===== src/rtl/akb_pkg.sv =====
package akb_pkg;
  localparam int SLOT_W   = 16;
  localparam int N_SLOTS  = 12;
  localparam int N_WORDS  = N_SLOTS / 2;
  localparam int WORD_W   = 2 * SLOT_W;
  localparam int KEY_W    = N_WORDS * WORD_W;
  localparam int TNUM_W   = 3;
  localparam int TID_W    = 2;
  localparam int N_CHOICE = 3;
  localparam int SEL_W    = N_CHOICE * TNUM_W;
  localparam int N_FIXED  = 5;
  localparam int IP_W     = 128;
  localparam int MAC_W    = 48;
  localparam int PM_W     = 32;

  typedef enum logic [5:0] {
    F_NONE, F_PM_LO, F_PM_HI, F_VL_OUT, F_VL_IN,
    F_SA0, F_SA1, F_SA2, F_DA0, F_DA1, F_DA2,
    F_ETYPE, F_TOSPR, F_SPORT, F_DPORT, F_ICMP, F_RANGE,
    F_SRC0, F_SRC1, F_SRC2, F_SRC3, F_SRC4, F_SRC5, F_SRC6, F_SRC7,
    F_DST0, F_DST1, F_DST2, F_DST3, F_DST4, F_DST5, F_DST6, F_DST7
  } fld_e;

  typedef struct packed {
    logic [PM_W-1:0]   pmask;
    logic [15:0]       vl_out;
    logic [15:0]       vl_in;
    logic [MAC_W-1:0]  smac;
    logic [MAC_W-1:0]  dmac;
    logic [15:0]       etype;
    logic [15:0]       tospr;
    logic [15:0]       sport;
    logic [15:0]       dport;
    logic [15:0]       icmp;
    logic [15:0]       rng;
    logic [IP_W-1:0]   sip;
    logic [IP_W-1:0]   dip;
    logic              v6;
  } hdr_t;

  localparam fld_e LAY0 [N_SLOTS] = '{F_PM_LO, F_PM_HI, F_VL_OUT, F_SA0, F_SA1, F_SA2,
                                      F_DA0, F_DA1, F_DA2, F_ETYPE, F_VL_IN, F_RANGE};
  localparam fld_e LAY1 [N_SLOTS] = '{F_SRC0, F_SRC1, F_DST0, F_DST1, F_TOSPR, F_SPORT,
                                      F_DPORT, F_ICMP, F_VL_IN, F_RANGE, F_PM_LO, F_PM_HI};
  localparam fld_e LAY2 [N_SLOTS] = '{F_DA0, F_DA1, F_DA2, F_VL_IN, F_ETYPE, F_TOSPR,
                                      F_DPORT, F_SPORT, F_SRC0, F_SRC1, F_DST0, F_DST1};
  localparam fld_e LAY3 [N_SLOTS] = '{F_DST0, F_DST1, F_DST2, F_DST3, F_DST4, F_DST5,
                                      F_DST6, F_DST7, F_DPORT, F_SPORT, F_ICMP, F_TOSPR};
  localparam fld_e LAY4 [N_SLOTS] = '{F_SRC0, F_SRC1, F_SRC2, F_SRC3, F_SRC4, F_SRC5,
                                      F_SRC6, F_SRC7, F_VL_IN, F_RANGE, F_PM_LO, F_PM_HI};

  function automatic fld_e layout_field(input logic [TNUM_W-1:0] t, input int s);
    case (t)
      3'd0:    return LAY0[s];
      3'd1:    return LAY1[s];
      3'd2:    return LAY2[s];
      3'd3:    return LAY3[s];
      3'd4:    return LAY4[s];
      default: return F_NONE;
    endcase
  endfunction
endpackage


===== src/rtl/akb_tmpl_pick.sv =====
module akb_tmpl_pick
  import akb_pkg::*;
(
  input  logic [SEL_W-1:0]  sel,
  input  logic [TID_W-1:0]  tid,
  output logic [TNUM_W-1:0] tnum,
  output logic              bad
);
  logic hit;

  always_comb begin
    tnum = '0;
    hit  = 1'b0;
    for (int c = 0; c < N_CHOICE; c++) begin
      if (tid == c[TID_W-1:0]) begin
        tnum = sel[c*TNUM_W +: TNUM_W];
        hit  = 1'b1;
      end
    end
    bad = !hit || (tnum > TNUM_W'(N_FIXED - 1));
  end
endmodule


===== src/rtl/akb_slot_mux.sv =====
module akb_slot_mux
  import akb_pkg::*;
#(
  parameter int SLOT = 0
) (
  input  hdr_t              hdr,
  input  logic [TNUM_W-1:0] tnum,
  input  logic              bad,
  output logic [SLOT_W-1:0] val
);
  fld_e fld;

  function automatic logic [SLOT_W-1:0] ip_grp(input logic [IP_W-1:0] a, input int g,
                                                input logic v6);
    if (g < 2 || v6) return a[g*SLOT_W +: SLOT_W];
    return '0;
  endfunction

  always_comb begin
    fld = bad ? F_NONE : layout_field(tnum, SLOT);
    case (fld)
      F_PM_LO:  val = hdr.pmask[15:0];
      F_PM_HI:  val = hdr.pmask[31:16];
      F_VL_OUT: val = hdr.vl_out;
      F_VL_IN:  val = hdr.vl_in;
      F_SA0:    val = hdr.smac[15:0];
      F_SA1:    val = hdr.smac[31:16];
      F_SA2:    val = hdr.smac[47:32];
      F_DA0:    val = hdr.dmac[15:0];
      F_DA1:    val = hdr.dmac[31:16];
      F_DA2:    val = hdr.dmac[47:32];
      F_ETYPE:  val = hdr.etype;
      F_TOSPR:  val = hdr.tospr;
      F_SPORT:  val = hdr.sport;
      F_DPORT:  val = hdr.dport;
      F_ICMP:   val = hdr.icmp;
      F_RANGE:  val = hdr.rng;
      F_SRC0:   val = ip_grp(hdr.sip, 0, hdr.v6);
      F_SRC1:   val = ip_grp(hdr.sip, 1, hdr.v6);
      F_SRC2:   val = ip_grp(hdr.sip, 2, hdr.v6);
      F_SRC3:   val = ip_grp(hdr.sip, 3, hdr.v6);
      F_SRC4:   val = ip_grp(hdr.sip, 4, hdr.v6);
      F_SRC5:   val = ip_grp(hdr.sip, 5, hdr.v6);
      F_SRC6:   val = ip_grp(hdr.sip, 6, hdr.v6);
      F_SRC7:   val = ip_grp(hdr.sip, 7, hdr.v6);
      F_DST0:   val = ip_grp(hdr.dip, 0, hdr.v6);
      F_DST1:   val = ip_grp(hdr.dip, 1, hdr.v6);
      F_DST2:   val = ip_grp(hdr.dip, 2, hdr.v6);
      F_DST3:   val = ip_grp(hdr.dip, 3, hdr.v6);
      F_DST4:   val = ip_grp(hdr.dip, 4, hdr.v6);
      F_DST5:   val = ip_grp(hdr.dip, 5, hdr.v6);
      F_DST6:   val = ip_grp(hdr.dip, 6, hdr.v6);
      F_DST7:   val = ip_grp(hdr.dip, 7, hdr.v6);
      default:  val = '0;
    endcase
  end
endmodule


===== src/rtl/akb_key_reg.sv =====
module akb_key_reg
  import akb_pkg::*;
(
  input  logic             clk,
  input  logic             rst,
  input  logic             in_vld,
  input  logic [KEY_W-1:0] nxt_key,
  input  logic             nxt_bad,
  output logic [KEY_W-1:0] key,
  output logic             vld,
  output logic             err
);
  always_ff @(posedge clk) begin
    if (rst) begin
      key <= '0;
      vld <= 1'b0;
      err <= 1'b0;
    end else begin
      vld <= in_vld;
      if (in_vld) begin
        key <= nxt_bad ? '0 : nxt_key;
        err <= nxt_bad;
      end
    end
  end


  vld_follow_chk: assert property (@(posedge clk) disable iff (rst) in_vld |=> vld);

  vld_idle_chk: assert property (@(posedge clk) disable iff (rst) !in_vld |=> !vld);

  key_hold_chk: assert property (@(posedge clk) disable iff (rst)
                                 !in_vld |=> ($stable(key) && $stable(err)));

  err_zero_chk: assert property (@(posedge clk) disable iff (rst) err |-> (key == '0));
endmodule


===== src/rtl/acl_key_builder.sv =====
module acl_key_builder
  import akb_pkg::*;
(
  input  logic                clk,
  input  logic                rst,
  input  logic                in_valid,
  input  logic [TID_W-1:0]    tid,
  input  logic [SEL_W-1:0]    tmpl_sel,
  input  logic                is_v6,
  input  logic [PM_W-1:0]     port_mask,
  input  logic [15:0]         vlan_outer,
  input  logic [15:0]         vlan_inner,
  input  logic [MAC_W-1:0]    src_mac,
  input  logic [MAC_W-1:0]    dst_mac,
  input  logic [15:0]         eth_type,
  input  logic [15:0]         tos_proto,
  input  logic [15:0]         l4_src,
  input  logic [15:0]         l4_dst,
  input  logic [15:0]         icmp_igmp,
  input  logic [15:0]         range_hits,
  input  logic [IP_W-1:0]     src_ip,
  input  logic [IP_W-1:0]     dst_ip,
  output logic                key_valid,
  output logic [KEY_W-1:0]    key_words,
  output logic                key_err
);
  hdr_t              hdr;
  logic [TNUM_W-1:0] tnum;
  logic              bad;
  logic [KEY_W-1:0]  nxt_key;

  always_comb begin
    hdr.pmask  = port_mask;
    hdr.vl_out = vlan_outer;
    hdr.vl_in  = vlan_inner;
    hdr.smac   = src_mac;
    hdr.dmac   = dst_mac;
    hdr.etype  = eth_type;
    hdr.tospr  = tos_proto;
    hdr.sport  = l4_src;
    hdr.dport  = l4_dst;
    hdr.icmp   = icmp_igmp;
    hdr.rng    = range_hits;
    hdr.sip    = src_ip;
    hdr.dip    = dst_ip;
    hdr.v6     = is_v6;
  end

  akb_tmpl_pick u_pick (
    .sel  (tmpl_sel),
    .tid  (tid),
    .tnum (tnum),
    .bad  (bad)
  );

  for (genvar i = 0; i < N_SLOTS; i++) begin : g_slot
    localparam int OFF = (N_WORDS - 1 - i / 2) * WORD_W + (i % 2) * SLOT_W;
    akb_slot_mux #(.SLOT(i)) u_mux (
      .hdr  (hdr),
      .tnum (tnum),
      .bad  (bad),
      .val  (nxt_key[OFF +: SLOT_W])
    );
  end

  akb_key_reg u_reg (
    .clk     (clk),
    .rst     (rst),
    .in_vld  (in_valid),
    .nxt_key (nxt_key),
    .nxt_bad (bad),
    .key     (key_words),
    .vld     (key_valid),
    .err     (key_err)
  );
endmodule


===== config.mk =====
export PLATFORM = sky130hd
export DESIGN_NAME = acl_key_builder
export DESIGN_NICKNAME = d
export VERILOG_FILES = /design/src/rtl/akb_pkg.sv /design/src/rtl/akb_tmpl_pick.sv /design/src/rtl/akb_slot_mux.sv /design/src/rtl/akb_key_reg.sv /design/src/rtl/acl_key_builder.sv
export SDC_FILE = /design/constraint.sdc
export NUM_CORES = 1
export LEC_CHECK = 0
export BUFFER_PORTS_ARGS = -buffer_cell sky130_fd_sc_hd__buf_2
export CAP_MARGIN = 30
export CORE_AREA = 2 2 280 282
export DETAILED_ROUTE_END_ITERATION = 8
export DIE_AREA = 0 0 282 284
export GPL_ROUTABILITY_DRIVEN = 0
export SETUP_SLACK_MARGIN = 0.5
export SYNTH_ARGS = -nofsm -noshare
export SYNTH_HDL_FRONTEND = slang
export SYNTH_SLANG_ARGS = --single-unit

===== constraint.sdc =====
create_clock -name clk -period 1.99 [get_ports clk]
set_input_delay 0.0995 -clock clk [delete_from_list [all_inputs] [get_ports clk]]
set_output_delay 0.0995 -clock clk [all_outputs]
set_load 0.005 [all_outputs]

# Yosys cells after proc, flatten, opt, wreduce, memory -nomap -nowiden
# Cells that the tools add are included.
[totals] ff_bits=194 inputBits=527 elab_cells=840
[classes] muxes=440 n_eq_ne=390 n_reduce_logical=6 order_cmp=1
[ops] operator="16-bit case mux with 32 select lines" count=12
[ops] operator="16-bit 2-to-1 mux" count=204
[ops] operator="6-bit by 5-bit equality test with 1-bit output (second input constant)" count=192
[ops] operator="6-bit by 4-bit equality test with 1-bit output (second input constant)" count=96
[ops] operator="6-bit by 3-bit equality test with 1-bit output (second input constant)" count=48
[ops] operator="1-bit 2-to-1 mux" count=196
[ops] operator="192-bit 2-to-1 mux" count=1
[ops] operator="6-bit by 2-bit equality test with 1-bit output (second input constant)" count=24
[ops] operator="5-bit case mux with 4 select lines" count=7
[ops] operator="5-bit case mux with 5 select lines" count=4
[ops] operator="6-bit by 1-bit equality test with 1-bit output (second input constant)" count=12
[ops] operator="6-bit equality test (second input constant)" count=12
[ops] operator="5-bit 2-to-1 mux" count=11
[ops] operator="6-bit case mux with 5 select lines" count=1
[ops] operator="3-bit 2-to-1 mux" count=3
[ops] operator="3-bit by 2-bit equality test with 1-bit output (second input constant)" count=2
[ops] operator="6-bit 2-to-1 mux" count=1
[ops] operator="2-bit OR reduction" count=2
[ops] operator="3-bit by 1-bit equality test with 1-bit output (second input constant)" count=1
[ops] operator="3-bit equality test (second input constant)" count=1
[ops] operator="3-bit > comparator (second input constant)" count=1
[ops] operator="3-bit zero test" count=1
[ops] operator="2-bit by 1-bit equality test with 1-bit output (second input constant)" count=1
[ops] operator="2-bit equality test (second input constant)" count=1
[ops] operator="3 further kinds" count=3

# Logic depth before layout (Yosys ltp)
[logic_depth] ltp_word=13 mapped_depth=10 depth_no_buf=5

# Cells and area by module
# A second synthesis with hierarchy kept.
[unflattened] cells_unflattened=1675 area_unflattened_um2=15180.8
[by_module_without_submodules] mod="akb_key_reg" instances=1 cells_each=859 area_each_um2=8132.8
[by_module_without_submodules] mod="akb_slot_mux (g_slot[5].u_mux ...)" instances=2 cells_each=61 area_each_um2=605.6
[by_module_without_submodules] mod="akb_slot_mux (g_slot[6].u_mux)" instances=1 cells_each=117 area_each_um2=823.3
[by_module_without_submodules] mod="akb_slot_mux (g_slot[2].u_mux)" instances=1 cells_each=64 area_each_um2=596.8
[by_module_without_submodules] mod="akb_slot_mux (g_slot[4].u_mux)" instances=1 cells_each=62 area_each_um2=596.8
[by_module_without_submodules] mod="akb_slot_mux (g_slot[3].u_mux)" instances=1 cells_each=62 area_each_um2=586.8
[by_module_without_submodules] mod="akb_slot_mux (g_slot[0].u_mux)" instances=1 cells_each=71 area_each_um2=569.3
[by_module_without_submodules] mod="akb_slot_mux (g_slot[8].u_mux)" instances=1 cells_each=62 area_each_um2=554.3
[by_module_without_submodules] mod="akb_slot_mux (g_slot[1].u_mux)" instances=1 cells_each=60 area_each_um2=508.0
[by_module_without_submodules] mod="akb_slot_mux (g_slot[10].u_mux)" instances=1 cells_each=61 area_each_um2=501.7
[by_module_without_submodules] mod="akb_slot_mux (g_slot[9].u_mux)" instances=1 cells_each=60 area_each_um2=501.7
[by_module_without_submodules] mod="akb_slot_mux (g_slot[11].u_mux)" instances=1 cells_each=60 area_each_um2=494.2
[by_module_without_submodules] mod="akb_tmpl_pick" instances=1 cells_each=15 area_each_um2=103.8

# Worst setup path after synthesis
# No wires, ideal clock.
[synth_timing] path_kind="input to register" startpoint="input port tid[0]" endpoint="register u_reg.key[104]" t_arrival_ns=1.918 path_slack_ns=-0.047 stages=8 n_path_buf=3 t_required_ns=1.871 path_cell_list="buf_6 > mux2i_4 > o21a_1 > buf_6 > buf_4 > mux2_2 > a221o_1 > o221a_2"
[synth_via] elab_chain_len=10 word_cells_on_any_way=53 classes_between="order compare (1); eq/ne (38); mux (10); reduce/logical (4)"
[synth_lines] item="start, declared" line="acl_key_builder.sv:7" rtl="input logic [TID_W-1:0] tid,"
[synth_lines] item="2-bit zero test" line="akb_tmpl_pick.sv:15" rtl="if (tid == c[TID_W-1:0]) begin"
[synth_lines] item="3-bit 2-to-1 mux or 1-bit 2-to-1 mux (tied branches) (3 in a row)" line="akb_tmpl_pick.sv:15"
[synth_lines] item="3-bit equality test (tied with other cells)" line="akb_pkg.sv:53" rtl="case (t)"
[synth_lines] item="5-bit case mux with 5 select lines or 1-bit logical OR (tied branches)" line="akb_pkg.sv:53, akb_tmpl_pick.sv:20"
[synth_lines] item="5-bit 2-to-1 mux" line="akb_slot_mux.sv:20" rtl="fld = bad ? F_NONE : layout_field(tnum, SLOT);"
[synth_lines] item="6-bit equality test (tied with other cells)"
[synth_lines] item="16-bit case mux with 32 select lines" line="akb_slot_mux.sv:21" rtl="case (fld)"
[synth_lines] item="192-bit 2-to-1 mux *" line="akb_key_reg.sv:21" rtl="key <= nxt_bad ? '0 : nxt_key;"
[synth_lines] item="end signal, assigned" line="akb_key_reg.sv:21"
[synth_lines] item="end, declared" line="akb_key_reg.sv:9" rtl="output logic [KEY_W-1:0] key,"
# Every way passes the cells marked *; elsewhere a longest branch is shown, timed or not.
# A chain may end at the register's enable or synchronous reset.

# Final worst setup path
[layout_timing] startpoint="input port tid[0]" endpoint="register u_reg.key[22]"
[layout_via] elab_chain_len=11 word_cells_on_any_way=54 classes_between="order compare (1); eq/ne (38); mux (10); reduce/logical (5)"
[layout_lines] item="2-bit zero test" line="akb_tmpl_pick.sv:15"
[layout_lines] item="3-bit 2-to-1 mux (3 in a row)" line="akb_tmpl_pick.sv:15"
[layout_lines] item="3-bit by 1-bit equality test with 1-bit output or 3-bit equality test (tied branches)" line="akb_pkg.sv:53"
[layout_lines] item="2-bit OR reduction (no line)"
[layout_lines] item="5-bit case mux with 4 select lines" line="akb_pkg.sv:53"
[layout_lines] item="5-bit 2-to-1 mux" line="akb_slot_mux.sv:20"
[layout_lines] item="6-bit equality test (tied with other cells)"
[layout_lines] item="16-bit case mux with 32 select lines" line="akb_slot_mux.sv:21"
[layout_lines] item="192-bit 2-to-1 mux *" line="akb_key_reg.sv:21"
# Marks and branches as above.

==> out/qor.txt <==
Detail Route Antenna Nets = 0
met2 Use GR = 43.2%
first-pass GRT wire length = 147 mm
Setup Crit Path Kind = in2reg
row cnt = 102
share of the synthesized area in the top cell type = 30.0%
cell taking the most area after synthesis = dfxtp_1
clk_skew = 0 ns
clk slew on worst S/H paths = 0.08 ns
worst vdd ir = 0.631 mV
met3 Usage GRT = 7.50%
R2R Path End = u_reg.key[37]$_SDFFE_PP0P_
DP Wirelength = 85.7 mm
GR Layer Usage met1 = 30.2%
total gr overflow = 0
H-tree depth = 4
die area = 80100 um^2
DP Worst Slack = -0.269 ns
clock share of power = 28.7%
Worst-Skew Late Latency = 0.50 ns
cell count after synthesis = 1613
CTS Sinks = 194
pwr dens = 608 nW/um^2
DR vias = 19365
Synth Register Bits = 194
gr usage total = 26.2%
crit path launch type = input pin
min cycle time layout = 1.56 ns
Post-Route Setup TNS = 0 ns
die height = 284 um
Total Power = 13.9 mW
DRT iter0 DRCs = 1785
Max Cap Violations = 0
pins over their slew limit = 0
Seq pwr share = 31.0%
commonest non-fill, non-tap cell in the layout = buf_2
Crit path arrival time = 1.94 ns
Final Cycle Share = 78.3%
DIE WIDTH = 282 um
Post-synth EDFFs = 0
synthesis-to-layout area growth = 76.6%
Hold Violations, Final = 0
Num CTS Buffers = 17
vias in the first global route = 18706
layout cells sized above 1 = 44.1%
final WL = 113 mm
antenna violations before repair = 33
CP required = 2.37 ns
unrepaired setup endpoints after global routing = yes
status = completed
reg2reg path depth = 5
CTS tree = done
internal cell power = 8.66 mW
Worst-Margin Slew = 0.570 ns
DR pass1 iterations = 6
Final Setup Violations = 0
Synthesized Nets = 2140
DR WL/cell = 31.1 um
Ports = 721
grt peak-use layer = met2
Core ar. = 77000 um^2
I/O Buffers = 720
Initial Util = 16.8%
worst hold path class = in2reg
Critical Path Source = tid[0]
Yosys cell types = 56
switching share of power = 37.8%
flop2flop setup slack = 0.91 ns
crit path to = u_reg.key[22]$_SDFFE_PP0P_
warnings from Yosys = 0
final std cells w/o fill = 3635
Via-to-Cell Ratio = 5.33
leak pwr = 10.1 nW
largest net degree at the start of global routing = 93
register area share after synthesis = 30.0%
Post-Place Cells = 3351
Mapped Avg Cell Area = 8.03 um^2
Post-synth top flop = dfxtp_1
most frequent cells in the layout = buf_2, nand2_1, a221oi_1
Worst R2R Start = u_reg.key[37]$_SDFFE_PP0P_
top post-synthesis cells by area = dfxtp_1, a221oi_1, nand2_1
nets@finish = 3095
post-route worst setup slack = 0.432 ns
Post-Synthesis Cell Area = 13000 um^2
Worst setup EP type = register
sw power = 5.26 mW
DRC = 0
CTS Buffer Depth = 2
logic gate share of total power = 40.2%
CTS root buf = clkbuf_16
Fmax achieved = 642 MHz
Worst Hold Slack = 0.00813 ns
Rel. slew slack = 62.0%
Crit Path Max Fanout = 12
fraction of registers with async set/reset = 0%
==> routing by layer <==
layer  part of all wire [%]  up-vias
met4                    6.4       30
met3                    9.8      324
met2                     46     1459
met1                     37     9210
li1                       -     8342
met5                   0.17        -
==> synth_stat cells, types with 3 or more instances <==
library cell and n:
a211oi_1 60, a21o_1 3, a21oi_1 25, a221o_1 17, a221oi_1 244, a222oi_1 6, a22oi_1 36, a311oi_1 15
a32oi_1 19, and2_1 20, and3_1 24, and4_1 16, buf_1 6, buf_2 51, buf_4 5, buf_6 6
clkbuf_1 119, dfxtp_1 194, inv_1 3, mux2_1 3, mux2_2 67, mux2i_1 11, nand2_1 282, nand3_1 21
nor2_1 150, nor2_2 3, nor2_4 3, nor4_1 78, o211ai_1 25, o21ai_0 18, o221a_2 27, o2bb2ai_1 11
o31ai_1 18
==> kinds of logic after synthesis <==
group	synth area share (%)
xor+xnor	0.126
compound gates	34.5
mux	7.40
buf+inv	6.56
simple gates	21.4
flops	30.0
==> layout make-up <==
cell class | count | area (um^2)
inverter | 4 | 20.0
clock buffer | 21 | 480
tap | 1040 | 1300
antenna | 14 | 35.0
multi-input combinational | 1227 | 8740
sequential | 194 | 3880
timing repair buffer | 1124 | 8280
fill | 8283 | 54100
clock inverter | 11 | 139
==> repair_timing <==
item / in CTS / in global routing
endpoints found under the hold margin: 147 / 0
cloned: 2 / 15
hold buffers: 196 / 0
setup endpoints to repair: 186 / 190
gates resized for setup: 28 / 62
setup buffers: 11 / 14
pin swaps: 5 / 32
==> sequential cells by signal, summed over array words and instances, names as in the netlist <==
register   count
u_reg.err      1
u_reg.key    192
u_reg.vld      1
==> through the flow <==
step	area [um^2]	utilization, %
3_3_place_gp	19200	24.9
3_5_place_dp	19200	24.9
6_report	22900	29.7
4_1_cts	22100	28.7
2_1_floorplan	13100	-
5_1_grt	22900	29.7
==> critical path: stages <==
cell      delay, ns
buf_12         0.12
mux2i_4        0.18
buf_4          0.15
o21ai_4        0.25
buf_12         0.18
nor2_4         0.04
buf_4          0.14
buf_12         0.15
buf_4          0.17
a221oi_1       0.34
nor4_1         0.09
==> power by group through the flow <==
| stage | logic [mW] | registers (mW) | clock network [mW] |
|---|---|---|---|
| after global placement | 4.74 | 4.39 | 0 |
| final | 5.60 | 4.32 | 4.00 |
| after CTS | 5.19 | 4.31 | 4.08 |
| after floorplan | 2.05 | 4.40 | 0 |
| after detailed placement | 4.75 | 4.39 | 0 |
| after global routing | 5.88 | 4.34 | 4.21 |
==> worst min path at each step <==
stage | start | end | slack (ns) | cells past startpoint
4_1_cts | range_hits[9] | u_reg.key[57]$_SDFFE_PP0P_ | 0.002 | 3
3_3_place_gp | dst_ip[111] | u_reg.key[79]$_SDFFE_PP0P_ | 0.37 | 3
2_1_floorplan | rst | u_reg.err$_SDFFE_PP0P_ | 0.17 | 1
6_report | l4_dst[3] | u_reg.key[35]$_SDFFE_PP0P_ | 0.008 | 3
5_1_grt | port_mask[6] | u_reg.key[6]$_SDFFE_PP0P_ | 0.01 | 3
3_5_place_dp | dst_ip[106] | u_reg.key[74]$_SDFFE_PP0P_ | 0.38 | 3
Power figures use the tool's default switching activity.
